$ cat config.mk
export PLATFORM = sky130hd
export DESIGN_NAME = hsw_ctrl
export DESIGN_NICKNAME = d
export VERILOG_FILES = /design/src/rtl/hsw_pkg.sv /design/src/rtl/hsw_tick.sv /design/src/rtl/hsw_seq.sv /design/src/rtl/hsw_ramp.sv /design/src/rtl/hsw_ctrl.sv
export SDC_FILE = /design/constraint.sdc
export NUM_CORES = 1
export LEC_CHECK = 0
export ABC_AREA = 0
export BUFFER_PORTS_ARGS = -buffer_cell sky130_fd_sc_hd__buf_2
export CORE_MARGIN = 2
export CORE_UTILIZATION = 45
export DETAILED_ROUTE_END_ITERATION = 6
export SLEW_MARGIN = 20
export SYNTH_ARGS = -nofsm -noshare
export SYNTH_HDL_FRONTEND = slang
export SYNTH_SLANG_ARGS = --single-unit
$ cat constraint.sdc
create_clock -name clk -period 4.4 [get_ports clk]
set_input_delay 0.88 -clock clk [delete_from_list [all_inputs] [get_ports clk]]
set_output_delay 0.88 -clock clk [all_outputs]
set_load 0.01 [all_outputs]
$ cat src/rtl/hsw_pkg.sv
package hsw_pkg;

  typedef enum logic [1:0] {
    ST_IDLE = 2'd0,
    ST_RAMP = 2'd1,
    ST_FULL = 2'd2,
    ST_COOL = 2'd3
  } hsw_state_e;

  function automatic logic in_window(input logic uv_ok, input logic ov_flag);
    return uv_ok & ~ov_flag;
  endfunction

endpackage

$ cat src/rtl/hsw_tick.sv
module hsw_tick #(
  parameter int CLK_DIV = 10000
) (
  input  logic clk,
  input  logic rst_n,
  input  logic clr,
  output logic tick
);

  generate
    if (CLK_DIV <= 1) begin : g_every
      logic seen_q;
      always_ff @(posedge clk or negedge rst_n) begin
        if (!rst_n) seen_q <= 1'b0;
        else        seen_q <= clr;
      end
      assign tick = 1'b1 | seen_q;
    end else begin : g_count
      localparam int CW = $clog2(CLK_DIV);
      localparam logic [CW-1:0] LAST = CW'(CLK_DIV - 1);
      logic [CW-1:0] cnt_q;
      always_ff @(posedge clk or negedge rst_n) begin
        if (!rst_n)                     cnt_q <= '0;
        else if (clr || cnt_q == LAST)  cnt_q <= '0;
        else                            cnt_q <= cnt_q + 1'b1;
      end
      assign tick = (cnt_q == LAST);
    end
  endgenerate

endmodule

$ cat src/rtl/hsw_seq.sv
module hsw_seq
  import hsw_pkg::*;
#(
  parameter int START_TICKS = 1000
) (
  input  logic       clk,
  input  logic       rst_n,
  input  logic       bias_ok,
  input  logic       uv_ok,
  input  logic       ov_flag,
  input  logic       cb_trip,
  input  logic       tick,
  input  logic       reach_full,
  input  logic       cool_done,
  output hsw_state_e state_q,
  output logic       leave
);

  localparam int TW = $clog2(START_TICKS + 1);
  localparam logic [TW-1:0] T_LAST = TW'(START_TICKS - 1);

  logic [TW-1:0] tmr_q;
  hsw_state_e    nxt;
  logic          win;
  logic          timeout;

  always_comb win = in_window(uv_ok, ov_flag);
  always_comb timeout = (state_q == ST_RAMP) && tick && (tmr_q == T_LAST);

  always_comb begin
    nxt = state_q;
    if (!bias_ok) begin
      nxt = ST_IDLE;
    end else begin
      case (state_q)
        ST_IDLE: if (win) nxt = ST_RAMP;
        ST_RAMP: begin
          if (cb_trip)         nxt = ST_COOL;
          else if (!win)       nxt = ST_IDLE;
          else if (reach_full) nxt = ST_FULL;
          else if (timeout)    nxt = ST_COOL;
        end
        ST_FULL: begin
          if (cb_trip)   nxt = ST_COOL;
          else if (!win) nxt = ST_IDLE;
        end
        ST_COOL: if (cool_done) nxt = win ? ST_RAMP : ST_IDLE;
        default: nxt = ST_IDLE;
      endcase
    end
  end

  always_comb leave = (nxt != state_q);

  always_ff @(posedge clk or negedge rst_n) begin
    if (!rst_n) begin
      state_q <= ST_IDLE;
      tmr_q   <= '0;
    end else begin
      state_q <= nxt;
      if (leave)                              tmr_q <= '0;
      else if (state_q == ST_RAMP && tick)    tmr_q <= tmr_q + 1'b1;
    end
  end

endmodule

$ cat src/rtl/hsw_ramp.sv
module hsw_ramp
  import hsw_pkg::*;
#(
  parameter int RAMP_W       = 9,
  parameter int FULL_AT      = 487,
  parameter int RETRY_LEVEL  = 320,
  parameter int RETRY_SWEEPS = 256
) (
  input  logic              clk,
  input  logic              rst_n,
  input  hsw_state_e        state_q,
  input  logic              leave,
  input  logic              tick,
  input  logic              ilim_flag,
  input  logic              latch_mode,
  output logic [RAMP_W-1:0] ramp_q,
  output logic              reach_full,
  output logic              cool_done
);

  localparam int SW = (RETRY_SWEEPS > 1) ? $clog2(RETRY_SWEEPS) : 1;
  localparam logic [SW-1:0]   SW_LAST   = SW'(RETRY_SWEEPS - 1);
  localparam logic [RAMP_W:0] FULL_MARK = (RAMP_W + 1)'(FULL_AT);
  localparam logic [RAMP_W:0] TOP_MARK  = (RAMP_W + 1)'(RETRY_LEVEL);

  logic [RAMP_W:0] ramp_inc;
  logic            down_q;
  logic [SW-1:0]   sweep_q;
  logic            step_up;
  logic            cool_step;
  logic            at_one;

  always_comb begin
    ramp_inc   = {1'b0, ramp_q} + 1'b1;
    at_one     = (ramp_q == RAMP_W'(1));
    step_up    = (state_q == ST_RAMP) && tick && !ilim_flag;
    reach_full = step_up && (ramp_inc >= FULL_MARK);
    cool_step  = (state_q == ST_COOL) && tick && !latch_mode;
    cool_done  = cool_step && down_q && at_one && (sweep_q == SW_LAST);
  end

  always_ff @(posedge clk or negedge rst_n) begin
    if (!rst_n) begin
      ramp_q  <= '0;
      down_q  <= 1'b0;
      sweep_q <= '0;
    end else if (leave) begin
      ramp_q  <= '0;
      down_q  <= 1'b0;
      sweep_q <= '0;
    end else if (step_up) begin
      ramp_q <= ramp_inc[RAMP_W-1:0];
    end else if (cool_step) begin
      if (!down_q) begin
        ramp_q <= ramp_inc[RAMP_W-1:0];
        if (ramp_inc == TOP_MARK) down_q <= 1'b1;
      end else begin
        ramp_q <= ramp_q - 1'b1;
        if (at_one) begin
          down_q  <= 1'b0;
          sweep_q <= sweep_q + 1'b1;
        end
      end
    end
  end

endmodule

$ cat src/rtl/hsw_ctrl.sv
module hsw_ctrl
  import hsw_pkg::*;
#(
  parameter int CLK_DIV      = 10000,
  parameter int RAMP_W       = 9,
  parameter int FULL_MARGIN  = 24,
  parameter int START_TICKS  = 1000,
  parameter int RETRY_LEVEL  = 320,
  parameter int RETRY_SWEEPS = 256
) (
  input  logic              clk,
  input  logic              rst_n,
  input  logic              bias_ok,
  input  logic              uv_ok,
  input  logic              ov_flag,
  input  logic              ilim_flag,
  input  logic              cb_trip,
  input  logic              latch_mode,
  output logic [RAMP_W-1:0] ramp_lvl,
  output logic [RAMP_W-1:0] gate_lvl,
  output logic              gate_full,
  output logic              pgood_n,
  output logic              low_pwr
);

  localparam int RAMP_MAX = (1 << RAMP_W) - 1;
  localparam int FULL_AT  = RAMP_MAX - FULL_MARGIN;

  hsw_state_e        state_q;
  logic              leave;
  logic              tick;
  logic              reach_full;
  logic              cool_done;
  logic [RAMP_W-1:0] ramp_q;

  hsw_tick #(.CLK_DIV(CLK_DIV)) u_tick (
    .clk   (clk),
    .rst_n (rst_n),
    .clr   (leave),
    .tick  (tick)
  );

  hsw_seq #(.START_TICKS(START_TICKS)) u_seq (
    .clk        (clk),
    .rst_n      (rst_n),
    .bias_ok    (bias_ok),
    .uv_ok      (uv_ok),
    .ov_flag    (ov_flag),
    .cb_trip    (cb_trip),
    .tick       (tick),
    .reach_full (reach_full),
    .cool_done  (cool_done),
    .state_q    (state_q),
    .leave      (leave)
  );

  hsw_ramp #(
    .RAMP_W       (RAMP_W),
    .FULL_AT      (FULL_AT),
    .RETRY_LEVEL  (RETRY_LEVEL),
    .RETRY_SWEEPS (RETRY_SWEEPS)
  ) u_ramp (
    .clk        (clk),
    .rst_n      (rst_n),
    .state_q    (state_q),
    .leave      (leave),
    .tick       (tick),
    .ilim_flag  (ilim_flag),
    .latch_mode (latch_mode),
    .ramp_q     (ramp_q),
    .reach_full (reach_full),
    .cool_done  (cool_done)
  );

  always_comb begin
    ramp_lvl  = ramp_q;
    gate_full = (state_q == ST_FULL);
    low_pwr   = (state_q == ST_FULL);
    pgood_n   = (state_q != ST_FULL);
    case (state_q)
      ST_RAMP: gate_lvl = ramp_q;
      ST_FULL: gate_lvl = '1;
      default: gate_lvl = '0;
    endcase
  end

endmodule

======== Yosys cells after proc, flatten, opt, wreduce, memory -nomap -nowiden ========
Index checks and enable logic that the tools add are counted.
storage, ports and cells
  register bits ........................... 44
  latch bits .............................. 0
  bits in writable memories ............... 0
  ROM bits ................................ 0
  input bits .............................. 8
  output and inout bits ................... 21
  memories ................................ 0
operators by class
  add/sub/neg operators ................... 5
  multiply operators ...................... 0
  divide/modulo/power cells ............... 0
  magnitude comparators ................... 1
  equality and inequality tests ........... 11
  shift-type cells ........................ 0
  muxes and demuxes ....................... 30
  bitwise logic cells ..................... 2
  reductions and logical operators ........ 20
operators with widths
  operator                                                                               number
  8-bit two-way mux                                                                      5
  9-bit two-way mux                                                                      4
  10-bit two-way mux                                                                     2
  2-bit two-way mux                                                                      9
  9-bit case mux with 2 select lines                                                     1
  14-bit by 1-bit adder with 14-bit output (second input constant)                       1
  14-bit equality test (second input constant)                                           1
  14-bit two-way mux                                                                     1
  10-bit by 1-bit adder with 10-bit output (second input constant)                       1
  9-bit by 1-bit adder with 10-bit output (second input constant)                        1
  10-bit equality test (second input constant)                                           1
  10-bit by 9-bit equality test with 1-bit output (second input constant)                1
  10-bit by 9-bit greater-or-equal comparator with 1-bit output (second input constant)  1
  9-bit by 1-bit equality test with 1-bit output (second input constant)                 1
  1-bit logical AND                                                                      9
  9-bit by 1-bit subtractor with 9-bit output (second input constant)                    1
  8-bit by 1-bit adder with 8-bit output (second input constant)                         1
  8-bit equality test (second input constant)                                            1
  2-bit case mux with 4 select lines                                                     1
  2-bit nonzero test                                                                     4
  1-bit two-way mux                                                                      7
  2-bit equality test (second input constant)                                            2
  2-bit inequality test (second input constant)                                          2
  4-bit AND reduction                                                                    1
  other kinds (9)                                                                        10

======== Logic depth before layout (Yosys ltp) ========
Gate-level depths: netlist (run 1).
  word-level depth ........................ 12
  gate-level depth with buffers ........... 12

======== Hierarchy ========
A second synthesis (run 1) with hierarchy kept.
unflattened totals
  cells, all modules ...................... 341
  area, all modules ....................... 3129.3 µm²
by module, submodules not included
  module    times used  cells an instance  area an instance (µm²)  seq. area each (µm²)
  hsw_ramp  1           155                1322.5                  450.4
  hsw_seq   1           88                 922.1                   300.3
  hsw_tick  1           70                 721.9                   350.3
  hsw_ctrl  1           28                 162.7                   0.0

======== Least setup slack after synthesis (run 1) ========
OpenSTA, ideal clock, no wires.
  kind .................................... register to register
  start ................................... register u_ramp.ramp_q[0]
  end ..................................... register u_ramp.down_q
  setup time .............................. 124 ps
  arrival time ............................ 2442 ps
  setup slack ............................. 1834 ps
  cell stages (with the launch flop) ...... 12
  buffers on the path ..................... 2
  path through ............................ dfrtp_1 ha_1 buf_2 nand2_1 or3_1 a31oi_1 nor4b_2 o21ai_1 o311a_1 nand4_4 buf_4 nor2_1
between the ends
  longest elaborated chain between the ends .. 11
  elaborated cells between the ends (all ways) .. 23
RTL lines
  element                                                                              RTL line        source
  from (decl)                                                                          hsw_ramp.sv:16  output logic [RAMP_W-1:0] ramp_q,
  from (signal assigned)                                                               hsw_ramp.sv:52  ramp_q <= ramp_inc[RAMP_W-1:0];
  from (signal assigned)                                                               hsw_ramp.sv:55  ramp_q <= ramp_inc[RAMP_W-1:0];
  from (signal assigned)                                                               hsw_ramp.sv:58  ramp_q <= ramp_q - 1'b1;
  9-bit by 1-bit adder with 10-bit output                                              hsw_ramp.sv:34  ramp_inc = {1'b0, ramp_q} + 1'b1;
  10-bit by 9-bit greater-or-equal comparator with 1-bit output                        hsw_ramp.sv:37  reach_full = step_up && (ramp_inc >= FULL_MARK);
  1-bit logical AND                                                                    hsw_ramp.sv:37
  2-bit two-way mux                                                                    hsw_seq.sv:40   else if (reach_full) nxt = ST_FULL;
  2-bit two-way mux                                                                    hsw_seq.sv:39   else if (!win) nxt = ST_IDLE;
  2-bit two-way mux                                                                    hsw_seq.sv:38   if (cb_trip) nxt = ST_COOL;
  2-bit case mux with 4 select lines                                                   hsw_seq.sv:35   case (state_q)
  2-bit two-way mux                                                                    hsw_seq.sv:32   if (!bias_ok) begin
  2-bit inequality test                                                                hsw_seq.sv:53   always_comb leave = (nxt != state_q);
  2-bit inequality test (no source line) / 2-bit nonzero test (equally long branches)  -
  2-bit AND reduction (no source line)                                                 -
  to (signal assigned)                                                                 hsw_ramp.sv:45  down_q <= 1'b0;
  to (signal assigned)                                                                 hsw_ramp.sv:49  down_q <= 1'b0;
  to (signal assigned)                                                                 hsw_ramp.sv:56  if (ramp_inc == TOP_MARK) down_q <= 1'b1;
  to (decl)                                                                            hsw_ramp.sv:27  logic down_q;
Several ways; a longest one is shown, not always the timed one. The select of a mux whose other input is x is not followed.
A chain may end at the register's enable or synchronous reset.

======== Final worst setup path (run 1) ========
  start ................................... register u_ramp.ramp_q[0]
  end ..................................... register u_tick.g_count.cnt_q[13]
between the ends
  longest elaborated chain between the ends .. 11
  elaborated cells between the ends (all ways) .. 15
RTL lines
  element                                                        RTL line        source
  9-bit by 1-bit adder with 10-bit output                        hsw_ramp.sv:34
  10-bit by 9-bit greater-or-equal comparator with 1-bit output  hsw_ramp.sv:37
  1-bit logical AND                                              hsw_ramp.sv:37
  2-bit two-way mux                                              hsw_seq.sv:40
  2-bit two-way mux                                              hsw_seq.sv:39
  2-bit two-way mux                                              hsw_seq.sv:38
  2-bit case mux with 4 select lines *                           hsw_seq.sv:35
  2-bit two-way mux *                                            hsw_seq.sv:32
  2-bit inequality test *                                        hsw_seq.sv:53
  1-bit logical OR *                                             hsw_tick.sv:24  else if (clr || cnt_q == LAST) cnt_q <= '0;
  14-bit two-way mux *                                           hsw_tick.sv:24
  to (signal assigned)                                           hsw_tick.sv:25  else cnt_q <= cnt_q + 1'b1;
  to (decl)                                                      hsw_tick.sv:21  logic [CW-1:0] cnt_q;
Every way passes the cells marked *; elsewhere a longest branch is shown, timed or not.

==> results of run 1 <==
[metrics by stage]
| stage | instances | util (%) | power [uW] | instance area [um2] |
|---|---|---|---|---|
| 6_report | 455 | 49.5 | 1300 | 3350 |
| 5_1_grt | 455 | 49.5 | 1400 | 3350 |
| 3_5_place_dp | 447 | 48.1 | 1050 | 3250 |
| 2_1_floorplan | 361 | - | 958 | 3130 |
| 3_3_place_gp | 447 | 48.1 | 1050 | 3250 |
| 4_1_cts | 455 | 49.5 | 1320 | 3340 |
[area by class of cell]
cell class | instances | share of cell area, %
Inverter | 6 | 0.673
Sequential cell | 44 | 32.9
Multi-Input combinational cell | 288 | 56.1
Timing Repair Buffer | 29 | 4.49
Clock buffer | 7 | 2.58
Clock inverter | 1 | 0.224
Tap cell | 80 | 2.99
[cell families after synthesis]
group                    after synthesis  synth area share, %
AO/OA/AOI/OAI                         52                 11.0
AND/OR/NAND/NOR                      184                 33.0
adder cells (fa/ha/maj)               12                 4.79
XOR/XNOR                              38                 10.6
multiplexers                           2                0.639
flip-flops                            44                 35.2
buffers and inverters                 29                 4.83
[routing by layer]
metal | track usage, % | part of all wire (%) | vias up
met5 | 0 | 0 | -
met4 | 5.17 | 1.0 | 0
met3 | 2.84 | 3.1 | 6
met2 | 30.3 | 46 | 62
met1 | 27.4 | 50 | 1252
li1 | - | - | 1287
[worst max path at each step]
stage | startpoint | to | slack [ns] | depth (start not counted)
after floorplan | u_ramp.ramp_q[0] | u_ramp.down_q | 1.83 | 11
final | u_ramp.ramp_q[0] | u_tick.g_count.cnt_q[13] | 1.04 | 9
after CTS | u_ramp.ramp_q[0] | u_tick.g_count.cnt_q[13] | 0.97 | 9
after global routing | u_seq.state_q[1] | u_tick.g_count.cnt_q[1] | 0.62 | 11
after detailed placement | u_ramp.ramp_q[0] | u_tick.g_count.cnt_q[1] | 0.99 | 9
after global placement | u_ramp.ramp_q[0] | u_tick.g_count.cnt_q[1] | 1.11 | 9
[synthesized netlist by cell type, types with 2 or more instances]
library cell	instances	share of area [%]
clkbuf_1	8	0.96
nor4b_1	2	0.56
nand4b_1	2	0.56
nor3_2	7	2.2
buf_2	7	1.1
nand3b_1	2	0.48
nor2_1	53	6.4
a21o_1	2	0.48
a21boi_0	2	0.48
xnor2_1	18	5.0
nor3b_1	5	1.2
mux2i_1	2	0.64
and3_1	6	1.2
nand3_1	20	3.2
nor2b_1	11	2.2
or3_1	4	0.80
o21a_1	2	0.48
xor2_1	20	5.6
nand4_1	14	2.8
o32ai_1	2	0.56
o31ai_1	2	0.48
a31oi_1	3	0.60
buf_6	2	0.72
nand2b_1	6	1.2
and4_1	5	1.4
dfrtp_1	44	35
ha_1	12	4.8
and2_1	3	0.60
inv_1	6	0.72
o22ai_1	2	0.40
buf_4	5	1.2
o21ai_0	6	0.96
nand2_1	31	3.7
a21oi_1	19	3.0
nor3_1	6	0.96
[flip-flops by register name (all words and copies together), names as in the netlist]
name,cells
u_ramp.down_q,1
u_tick.g_count.cnt_q,14
u_ramp.sweep_q,8
u_seq.tmr_q,10
u_seq.state_q,2
u_ramp.ramp_q,9
[power groups by stage]
stage | clock network [uW] | registers (uW) | logic (uW)
global route | 296 | 460 | 644
floorplan | 0 | 455 | 503
detailed placement | 0 | 464 | 581
CTS | 284 | 456 | 582
global placement | 0 | 463 | 583
finish | 273 | 457 | 572
==> results.ini, run 1 <==
[run_status]
status=complete, no violations

[die]
start_util_pct=46.4
dieWidth_um=87.4
pin_count=29
core_um2=6760
design.die.area_um2=7640
die_y_um=87.4
rows=30

[power_and_ir_drop]
ir_drop_mv=0.258
seq_power_share_pct=35.1
switching_share_pct=43.0
intPower_uw=742
clockPowerShare_pct=21.0
p_comb_share_pct=43.9
p_sw_uw=559
p_per_area_nw_per_um2=389
power.leakage_uw=0.00140

[yosys]
ys.flop_type=dfrtp_1
synth_cells=361
avgSynthCellArea_um2=8.68
synth_edf_count=0
synth-seq-cells=44
yosysUniqueCellTypes=55
ys_async_sr_fraction_pct=100
syn_nets=381
ys_seq_area_share_pct=35.2
synth_warnings=0
netlist_area_um2=3130

[layout]
final_common_cell=nor2_1
syn_to_final_growth_pct=6.87
n_fill_cell=682
diodes=0
num-nets-final=394
register_area_um2=1100
layout_common_cells=nor2_1 (53), dfrtp_1 (44), nand2_1 (31), buf_2 (27)
multi_input_area_um2=1880
drive_above_1_share_pct=13.6

[timing]
setup_viol=0
setup_tns_ns=0
setup_slack_ns=1.04
maxSlewHeadroom_pct=54.8
slew_violations=0
rsz0062_at_grt=false
finClkSkew_ns=0.00620
fin_hold_ws_ns=0.482
fmax_mhz=297
worstMarginPinSlew_ns=0.677
post-route-period-util_pct=76.5
final.min_clock_period_ns=3.36
hold_viol_final=0

[clock_tree]
clkTransAtPathRegs_ns=0.09
worstSkewPairLatency_ns=0.30
clockRootBuffer=clkbuf_8
cts_hold_buf=0
cts_resized=0
cts_tree=done
cts_sinks=44
htreeDepth=2
clock_path_buffers=2
postCtsSetupBuffers=0
cts_made_buffers=5

[worst_setup_path]
reg2regPathDepth=9
required_ns=4.60
worstPathMaxFanout=42
crit_family=simple AND/OR/NAND/NOR gates
crit_path_start_kind=flip-flop
arrival_ns=3.57
slowest_stage=dfrtp_1
timing.rr.end=u_tick.g_count.cnt_q[13]
worstPathCellList=ha_1 > nand2_1 > or3_1 > a31oi_1 > nor4b_2 > o21ai_1 > a21oi_2 > nand4_4 > nor3_1
r2r_slack_ns=1.04
crit_buf_inv=0
end_kind=flip-flop
criticalPathCategory=flip-flop to flip-flop
max_stage_delay_ns=0.60
r2r-start=u_ramp.ramp_q[0]

[hold_path]
hp-class=flip-flop to flip-flop
min_from=u_tick.g_count.cnt_q[0]
worstHoldPathCells=1
min_to=u_tick.g_count.cnt_q[0]

[routing]
vias=2607
vias_per_cell=5.73
wl_per_cell_um=15.0
drc=0
drtIter0Drc=70
routed_wl_um=6830
firstDrtPassIters=4
drtAntennaViolNets=0

[place]
io_buffers=28
gp_congestion=0.873
place_hpwl_um=4750
place_ws_ns=0.994

[global_routing]
grt-ovfl-total=0
antenna_found_initial=0
grt_max_degree=45
track_usage_pct=19.2
grt_pass1_wl_um=11700
grt_pass1_vias=2429

[flow_run]
max_cap_viol_count=0

No activity file was read; power rests on OpenSTA's default activity.
==> run 2: changes to the inputs <==
==> constraint.sdc (replaced) <==
create_clock -name clk -period 3.1 [get_ports clk]
set_input_delay 0.62 -clock clk [delete_from_list [all_inputs] [get_ports clk]]
set_output_delay 0.62 -clock clk [all_outputs]
set_load 0.01 [all_outputs]
==> run 2 against run 1 <==
Compared with the run above:
- cell area is 4.8% higher
- largest power group unchanged
- clock power is 58% higher
- setup slack worse by 0.80 ns
- non-clock buffer count is 18 higher
- worst hold slack worse by 0.16 ns
- sequential share of layout area is 1.5 points lower
==> results.ini, run 2 (same netlist as run 1, synthesis figures left out) <==
[run_status]
status=complete, no violations

[clock_tree]
clockRootBuffer=clkbuf_8
cts_tree=done
htreeDepth=2
postCtsSetupBuffers=0
cts_sinks=44
cts_resized=0
clock_path_buffers=2
clkTransAtPathRegs_ns=0.08
cts_hold_buf=0
worstSkewPairLatency_ns=0.29
cts_made_buffers=5

[timing]
fin_hold_ws_ns=0.324
fmax_mhz=349
post-route-period-util_pct=92.5
maxSlewHeadroom_pct=61.4
finClkSkew_ns=0.00840
worstMarginPinSlew_ns=0.574
rsz0062_at_grt=false
hold_viol_final=0
setup_viol=0
setup_tns_ns=0
slew_violations=0
final.min_clock_period_ns=2.87

[power_and_ir_drop]
ir_drop_mv=0.480
power.leakage_uw=0.00150
p_per_area_nw_per_um2=586

[layout]
drive_above_1_share_pct=17.6
reg_top3=u_tick.g_count.cnt_q: 14 flops, u_seq.tmr_q: 10 flops, u_ramp.ramp_q: 9 flops
largest_register_ffs=14
syn_to_final_growth_pct=12.0
diodes=0
largest_register=u_tick.g_count.cnt_q
final_common_cell=nor2_1
n_fill_cell=642
num-nets-final=412
layout_common_cells=nor2_1 (53), dfrtp_1 (44), nand2_1 (31), buf_2 (27)

[worst_setup_path]
r2r-start=u_ramp.ramp_q[0]
critPathLaunch=u_ramp.ramp_q[0]
criticalPathCategory=flip-flop to flip-flop
worstPathMaxFanout=16
end_kind=flip-flop
required_ns=3.27
arrival_ns=3.04
crit_path_start_kind=flip-flop

[global_routing]
antenna_found_initial=0
grt_max_degree=45
grt-ovfl-total=0
grt_pass1_vias=2508
track_usage_pct=20.2
grt_pass1_wl_um=12300

[die]
rows=30
dieWidth_um=87.4
design.die.area_um2=7640
start_util_pct=46.4
core_um2=6760
pin_count=29
die_y_um=87.4

[flow_run]
max_cap_viol_count=0

[place]
place_hpwl_um=5170
io_buffers=28
gp_congestion=0.969

[routing]
vias_per_cell=5.68
routed_wl_um=7190
drc=0
drtIter0Drc=241
drtAntennaViolNets=0
firstDrtPassIters=4
wl_per_cell_um=15.2
vias=2685

[hold_path]
hp-class=primary input to async pin

run 2: changes by cell type in the layout (fill, tap and decap cells not counted):
cell / change
clkinvlp_4: -1
clkbuf_8: -1
clkinv_2: +1
buf_12: +1
bufinv_16: +1
buf_4: +17
run 2: final timing paths:
path | endpoint | slack [ns] | depth (start not counted)
worst min-delay path | u_ramp.sweep_q[2] | 0.32 | 1
worst max-delay path | u_ramp.sweep_q[2] | 0.23 | 11
worst max register to register | u_ramp.sweep_q[2] | 0.23 | 11
worst min register to register | u_tick.g_count.cnt_q[0] | 0.48 | 1
max in group asynchronous | u_tick.g_count.cnt_q[1] | 2.40 | 1
min in group clk | u_tick.g_count.cnt_q[0] | 0.48 | 1
run 2: area by class of cell:
class / count / area (um2) / area share [%]
multi-input cells: 288 / 1880 / 53.6
clock inverters: 2 / 35.0 / 0.999
repair buffers: 47 / 298 / 8.49
clock buffers: 6 / 72.6 / 2.07
flip-flops and latches: 44 / 1100 / 31.4
inverters: 6 / 22.5 / 0.642
well taps: 80 / 100 / 2.85
run 2: routing by layer:
layer	global-route usage, %	wire length, um	up-vias	part of all wire [%]
li1	-	-	1323	-
met1	30.0	3480	1280	48
met2	30.8	3300	73	46
met3	2.94	324	9	4.5
met4	5.31	87	0	1.2
met5	0	0	-	0
run 2: per-stage QoR:
step | power (uW) | std cells | utilization (%) | cell area [um2] | worst slack, ns
6_report | 2060 | 473 | 51.9 | 3510 | 0.233
5_1_grt | 2190 | 473 | 51.9 | 3510 | 0.0260
4_1_cts | 2080 | 473 | 51.9 | 3510 | 0.211
3_5_place_dp | 1640 | 465 | 50.3 | 3400 | 0.233
3_3_place_gp | 1630 | 465 | 50.3 | 3400 | 0.267
2_1_floorplan | 1360 | 361 | - | 3130 | 0.534
run 2: power by group:
part	total [uW]	switching, uW	internal, uW	leakage (uW)
Combinational	1000	605	395	0.000839
Clock	432	193	239	0.0000552
Sequential	624	19.1	605	0.000610
run 2: critical path, stage by stage (launching register included):
cell and delay (ns):
dfrtp_1 0.46, buf_4 0.20, inv_1 0.08, ha_1 0.23
or3_1 0.37, a21oi_1 0.21, nor4b_2 0.09, o21a_1 0.24
or3_1 0.42, nand4_4 0.15, buf_4 0.24, nor2_1 0.07
